--- src/rtl/zc_sched_pkg.sv ---
package zc_sched_pkg;

  // Apply strobes from the control module to the datapath.
  typedef struct packed {
    logic captureCmd;   // park the command values on a commit
    logic gainFromCmd;  // load gain straight from the command
    logic gainFromHold; // load gain from the parked value
    logic portFromCmd;  // load ports straight from the command
    logic portFromHold; // load ports from the parked value
  } upd_strobes_t;

endpackage

--- src/rtl/zc_sched_ctrl.sv ---
module zc_sched_ctrl
  import zc_sched_pkg::*;
#(
  parameter int TIMEOUT_CYCLES = 5_500_000,
  parameter int SYNC_STAGES    = 2
) (
  input  logic         clk,
  input  logic         rstN,
  input  logic         commitStb,
  input  logic         frameStartStb,
  input  logic         gainModeIn,
  input  logic         portModeIn,
  input  logic         zcRaw,
  output upd_strobes_t strobes,
  output logic         busy
);

  localparam int CNT_W = $clog2(TIMEOUT_CYCLES + 1);
  localparam logic [CNT_W-1:0] CNT_LIM  = CNT_W'(TIMEOUT_CYCLES);
  localparam logic [CNT_W-1:0] CNT_LAST = CNT_W'(TIMEOUT_CYCLES - 1);

  logic [SYNC_STAGES-1:0] zcPipe;
  logic                   zcSync;
  logic                   frameActive;
  logic                   gainPend;
  logic                   portPend;
  logic [CNT_W-1:0]       cnt;
  logic                   holdCnt;
  logic                   expire;
  logic                   fire;

  // Synchronizer for the comparator input
  always_ff @(posedge clk or negedge rstN) begin
    if (!rstN) zcPipe <= '0;
    else       zcPipe <= {zcPipe[SYNC_STAGES-2:0], zcRaw};
  end
  assign zcSync = zcPipe[SYNC_STAGES-1];

  // Frame-in-flight flag
  always_ff @(posedge clk or negedge rstN) begin
    if (!rstN)              frameActive <= 1'b0;
    else if (commitStb)     frameActive <= 1'b0;
    else if (frameStartStb) frameActive <= 1'b1;
  end

  // Timeout counter
  assign holdCnt = frameActive | frameStartStb | commitStb | ~(gainPend | portPend);
  assign expire  = ~holdCnt & (cnt == CNT_LAST);
  assign fire    = zcSync | expire;

  always_ff @(posedge clk or negedge rstN) begin
    if (!rstN)              cnt <= '0;
    else if (holdCnt)       cnt <= '0;
    else if (cnt != CNT_LIM) cnt <= cnt + 1'b1;
  end

  // Pending flags
  always_ff @(posedge clk or negedge rstN) begin
    if (!rstN) begin
      gainPend <= 1'b0;
      portPend <= 1'b0;
    end else if (commitStb) begin
      gainPend <= gainModeIn;
      portPend <= portModeIn;
    end else if (fire) begin
      gainPend <= 1'b0;
      portPend <= 1'b0;
    end
  end

  always_comb begin
    strobes              = '0;
    strobes.captureCmd   = commitStb;
    strobes.gainFromCmd  = commitStb & ~gainModeIn;
    strobes.portFromCmd  = commitStb & ~portModeIn;
    strobes.gainFromHold = ~commitStb & gainPend & fire;
    strobes.portFromHold = ~commitStb & portPend & fire;
  end

  assign busy = gainPend | portPend;


  cnt_bound_chk: assert property (@(posedge clk) disable iff (!rstN)
    cnt <= CNT_LIM);


  frame_clears_cnt_chk: assert property (@(posedge clk) disable iff (!rstN)
    frameActive |=> (cnt == '0));


  no_expire_in_frame_chk: assert property (@(posedge clk) disable iff (!rstN)
    frameActive |-> !expire);


  gain_src_onehot_chk: assert property (@(posedge clk) disable iff (!rstN)
    $onehot0({strobes.gainFromCmd, strobes.gainFromHold}));


  busy_drop_chk: assert property (@(posedge clk) disable iff (!rstN)
    (busy && fire && !commitStb) |=> !busy);

endmodule

--- src/rtl/zc_sched_data.sv ---
module zc_sched_data
  import zc_sched_pkg::*;
#(
  parameter int GAIN_W = 5,
  parameter int PORT_W = 4
) (
  input  logic              clk,
  input  logic              rstN,
  input  upd_strobes_t      strobes,
  input  logic [GAIN_W-1:0] cmdGain,
  input  logic [PORT_W-1:0] cmdPort,
  output logic [GAIN_W-1:0] gainOut,
  output logic [PORT_W-1:0] portOut
);

  logic [GAIN_W-1:0] gainHold;
  logic [PORT_W-1:0] portHold;

  always_ff @(posedge clk or negedge rstN) begin
    if (!rstN) begin
      gainHold <= '0;
      portHold <= '0;
    end else if (strobes.captureCmd) begin
      gainHold <= cmdGain;
      portHold <= cmdPort;
    end
  end

  always_ff @(posedge clk or negedge rstN) begin
    if (!rstN)                     gainOut <= '0;
    else if (strobes.gainFromCmd)  gainOut <= cmdGain;
    else if (strobes.gainFromHold) gainOut <= gainHold;
  end

  always_ff @(posedge clk or negedge rstN) begin
    if (!rstN)                     portOut <= '0;
    else if (strobes.portFromCmd)  portOut <= cmdPort;
    else if (strobes.portFromHold) portOut <= portHold;
  end


  gain_quiet_chk: assert property (@(posedge clk) disable iff (!rstN)
    !(strobes.gainFromCmd || strobes.gainFromHold) |=> $stable(gainOut));


  port_quiet_chk: assert property (@(posedge clk) disable iff (!rstN)
    !(strobes.portFromCmd || strobes.portFromHold) |=> $stable(portOut));


  gain_hold_apply_chk: assert property (@(posedge clk) disable iff (!rstN)
    strobes.gainFromHold |=> (gainOut == $past(gainHold)));


  port_hold_apply_chk: assert property (@(posedge clk) disable iff (!rstN)
    strobes.portFromHold |=> (portOut == $past(portHold)));

endmodule

--- src/rtl/zc_update_sched.sv ---
module zc_update_sched #(
  parameter int GAIN_W         = 5,
  parameter int PORT_W         = 4,
  parameter int TIMEOUT_CYCLES = 5_500_000
) (
  input  logic              clk,
  input  logic              rstN,
  input  logic [GAIN_W-1:0] cmdGain,
  input  logic [PORT_W-1:0] cmdPort,
  input  logic              cmdGainMode,
  input  logic              cmdPortMode,
  input  logic              commitStb,
  input  logic              frameStartStb,
  input  logic              zcRaw,
  output logic [GAIN_W-1:0] gainOut,
  output logic [PORT_W-1:0] portOut,
  output logic              busy
);

  zc_sched_pkg::upd_strobes_t strobes;

  zc_sched_ctrl #(
    .TIMEOUT_CYCLES(TIMEOUT_CYCLES),
    .SYNC_STAGES   (2)
  ) u_ctrl (
    .clk          (clk),
    .rstN         (rstN),
    .commitStb    (commitStb),
    .frameStartStb(frameStartStb),
    .gainModeIn   (cmdGainMode),
    .portModeIn   (cmdPortMode),
    .zcRaw        (zcRaw),
    .strobes      (strobes),
    .busy         (busy)
  );

  zc_sched_data #(
    .GAIN_W(GAIN_W),
    .PORT_W(PORT_W)
  ) u_data (
    .clk    (clk),
    .rstN   (rstN),
    .strobes(strobes),
    .cmdGain(cmdGain),
    .cmdPort(cmdPort),
    .gainOut(gainOut),
    .portOut(portOut)
  );

endmodule

--- config.mk ---
export PLATFORM = sky130hd
export DESIGN_NAME = zc_update_sched
export DESIGN_NICKNAME = d
export VERILOG_FILES = /design/src/rtl/zc_sched_pkg.sv /design/src/rtl/zc_sched_ctrl.sv /design/src/rtl/zc_sched_data.sv /design/src/rtl/zc_update_sched.sv
export SDC_FILE = /design/constraint.sdc
export NUM_CORES = 1
export LEC_CHECK = 0
export BUFFER_PORTS_ARGS = -buffer_cell sky130_fd_sc_hd__buf_2
export CORE_MARGIN = 5
export CORE_UTILIZATION = 50
export CTS_BUF_LIST = sky130_fd_sc_hd__clkbuf_4 sky130_fd_sc_hd__clkbuf_8
export CTS_CLUSTER_DIAMETER = 50
export DETAILED_ROUTE_END_ITERATION = 10
export PLACE_DENSITY = 0.7
export SETUP_SLACK_MARGIN = 0.05
export SYNTH_ARGS = -nofsm -noshare
export SYNTH_HDL_FRONTEND = slang
export SYNTH_SLANG_ARGS = --single-unit
--- constraint.sdc ---
create_clock -name clk -period 3.2 [get_ports clk]
set_input_delay 0.32 -clock clk [delete_from_list [all_inputs] [get_ports clk]]
set_output_delay 0.32 -clock clk [all_outputs]
set_load 0.03 [all_outputs]
==> flow_summary.yaml <==
run_status:
  status: "complete, no violations"
grt:
  first_global_vias: 1515
  grt_max_degree: 47
  grt-ovfl-total: 0
  grt_util_all_layers: 0.1419
  grt_pass1_wl_um: 6962
  antenna_found_initial: 0
layout:
  area_delta_synth_final_pct: 12.67
  n_antenna_cell: 0
  fin_area_um2: 2526
  drive_gt1_frac: 0.2845
  utilization: 0.5802
  nets: 249
job:
  cap_violations: 0
setup_path:
  slowest_stage: "or4_4"
  critical_path.max_stage_delay_ns: 0.59
  regToRegSetupSlack_ns: 0.96
  path_class: "flip-flop to flip-flop"
  worstPathMaxFanout: 5
  worstPathRequired_ns: 3.38
  critPathCaptureType: "flip-flop"
  cp-start-kind: "flip-flop"
  path_cells: "or4_1 > or4_4 > o211ai_4 > mux2_2"
  worstPathArrival_ns: 2.42
drt:
  drtPass1Iterations: 4
  drt-total-wl_um: 3943
  vias: 1548
  ant_nets: 0
  drtIter0Drc: 76
  via_per_inst: 5.451
  drcViolationCount: 0
  wire_per_inst_um: 13.88
synth:
  synthTopCellsByArea: "dfrtp_1, mux2_2, xor2_1"
  synth_area_um2: 2242
  synth_area_leader_cell: "dfrtp_1"
  synth_most_common_cell: "dfrtp_1"
  syn-num-nets: 222
  synth_edf_count: 0
  synth.avg_cell_area_um2: 10.99
  synth_common_cells: "dfrtp_1, mux2_2, nor2_1"
  async_flop_share: 1.000
  yosysSeqAreaShare: 0.5134
  synth-seq-cells: 46
  synth_top_area_frac: 0.5134
  syn_inst: 204
  ys.flop_type: "dfrtp_1"
  synth.distinct_cells: 34
  yosys_warnings: 0
sta:
  finalSetupViolations: 0
  final-hold-violation-count: 0
  fin_crit_ns: 2.242
  fin_crit_sh: 0.7006
  setup-tns-final_ns: 0
  worstMarginPinSlew_ns: 1.001
  rsz0062_at_grt: "false"
  finalClockSkew_ns: 0.009545
  relSlewSlack: 0.3324
  maxSlewViolCount: 0
  max_freq_mhz: 446.0
placement:
  gp_congestion: 0.7455
  placed_cell_area_um2: 2412
  port-buffer-count: 25
  dp_hpwl_um: 2738
pwr:
  pwr_density_cell_nw_per_um2: 499.1
  vdd_drop_max_mv: 0.2528
  power.leakage_nw: 1.066
floorplan:
  die_h_um: 76.97
  ios: 26
  fp.dieW_um: 76.97
  start_util: 0.5149
  num_rows: 24
  coreArea_um2: 4354
  die_area_um2: 5924
cts:
  postCtsSetupBuffers: 0
  cts_buffers: 5
  clock-root-buffer: "clkbuf_8"
  ctsLongestPathBuffers: 2
  ctsHoldBuffers: 0
  htree_levels: 2
  clock-sinks: 46
  cts_tree: "yes"
  clkLatencyLatePin_ns: 0.29
  clk_pin_slew_ns: 0.08
  cts_resized: 0
worst_hold_path:
  hold_class: "input port to flip-flop"
## cells in the final DEF, fill, tap and decap left out
cell type / instances
dfrtp_1: 46
mux2_2: 27
nor2_1: 25
buf_2: 25
nand3_1: 11
xor2_1: 11
nand2_1: 9
inv_1: 7
nand4_1: 7
a21oi_1: 6
xnor2_1: 5
clkbuf_8: 5
nor2b_1: 4
nand2b_1: 4
o21ai_0: 4
nor3_1: 3
nor4b_1: 3
and3_1: 3
or4_1: 2
nor4_1: 2
and4b_1: 2
and4_1: 2
or3_1: 2
a22o_1: 2
ha_1: 2
buf_4: 2
nor4bb_1: 1
or4_4: 1
o21ai_2: 1
o211ai_4: 1
or2_2: 1
o21bai_1: 1
a31oi_1: 1
nand3b_1: 1
clkinvlp_4: 1
clkbuf_4: 1
bufinv_16: 1
## worst paths after layout
kind / to / from / cells past startpoint
max in group asynchronous: u_ctrl.cnt[15] / rstN / 1
setup reg to reg: u_data.gainOut[0] / u_ctrl.frameActive / 4
min in group asynchronous: u_data.gainOut[2] / rstN / 1
hold reg to reg: u_ctrl.zcPipe[1] / u_ctrl.zcPipe[0] / 0
setup / recovery: u_data.gainOut[0] / u_ctrl.frameActive / 4
hold / removal: u_ctrl.zcPipe[0] / zcRaw / 1
## logic make-up (layout without fill, tap and decap cells)
kind of cell,Yosys count,count (layout),share of synthesized area
fa+ha+maj,2,2,0.01116
buf+inv,14,42,0.02734
xor+xnor,16,16,0.06250
compound gates,16,16,0.04967
flops,46,46,0.5134
simple gates,83,83,0.2003
mux,27,27,0.1356
## state kept, by name (all words and copies together), names as in the netlist
name and cells:
u_ctrl.cnt 23, u_ctrl.portPend 1, u_data.portOut 4, u_ctrl.frameActive 1, u_ctrl.zcPipe 2, u_data.gainOut 5
u_ctrl.gainPend 1, u_data.gainHold 5, u_data.portHold 4
## final cells by class
class / count / area, µm²
Multi-Input combinational cell: 144 / 1030
Inverter: 7 / 26.28
Tap cell: 52 / 65.06
Fill cell: 374 / 1828
Sequential cell: 46 / 1151
Timing Repair Buffer: 27 / 140.1
Clock buffer: 6 / 76.32
Clock inverter: 2 / 37.54
## layer usage
| metal | global-route usage | share of wire | wire [µm] |
|---|---|---|---|
| met1 | 0.1949 | 0.48 | 1912 |
| met2 | 0.2148 | 0.46 | 1825 |
| met3 | 0.05269 | 0.052 | 204 |
| met4 | 0.02972 | 0 | 0 |
| met5 | 0 | 0 | 0 |
## report_power, final
| group | internal [mW] | switching (mW) | total [mW] |
|---|---|---|---|
| Clock | 0.242 | 0.189 | 0.431 |
| Combinational | 0.0755 | 0.112 | 0.187 |
| Sequential | 0.622 | 0.0206 | 0.643 |
| Total | 0.939 | 0.321 | 1.26 |
## per-stage QoR
step	setup WS, ns	std cells	hold WS, ns	total power, mW
6_report	0.9581	284	0.1295	1.261
5_1_grt	0.8462	284	0.1082	1.323
4_1_cts	0.9337	284	0.1165	1.281
3_5_place_dp	0.7143	276	0.3387	0.8447
3_3_place_gp	0.7462	276	0.3396	0.8400
2_1_floorplan	0.8346	204	0.02441	0.7808
## worst max-delay path: cells and delay by family (launching register included)
kind / cells / cell delay, ns
simple gates: 2 / 1.12
mux: 1 / 0.37
flops: 1 / 0.38
compound gates: 1 / 0.27
Note: power is estimated with default switching activity, not from simulation.
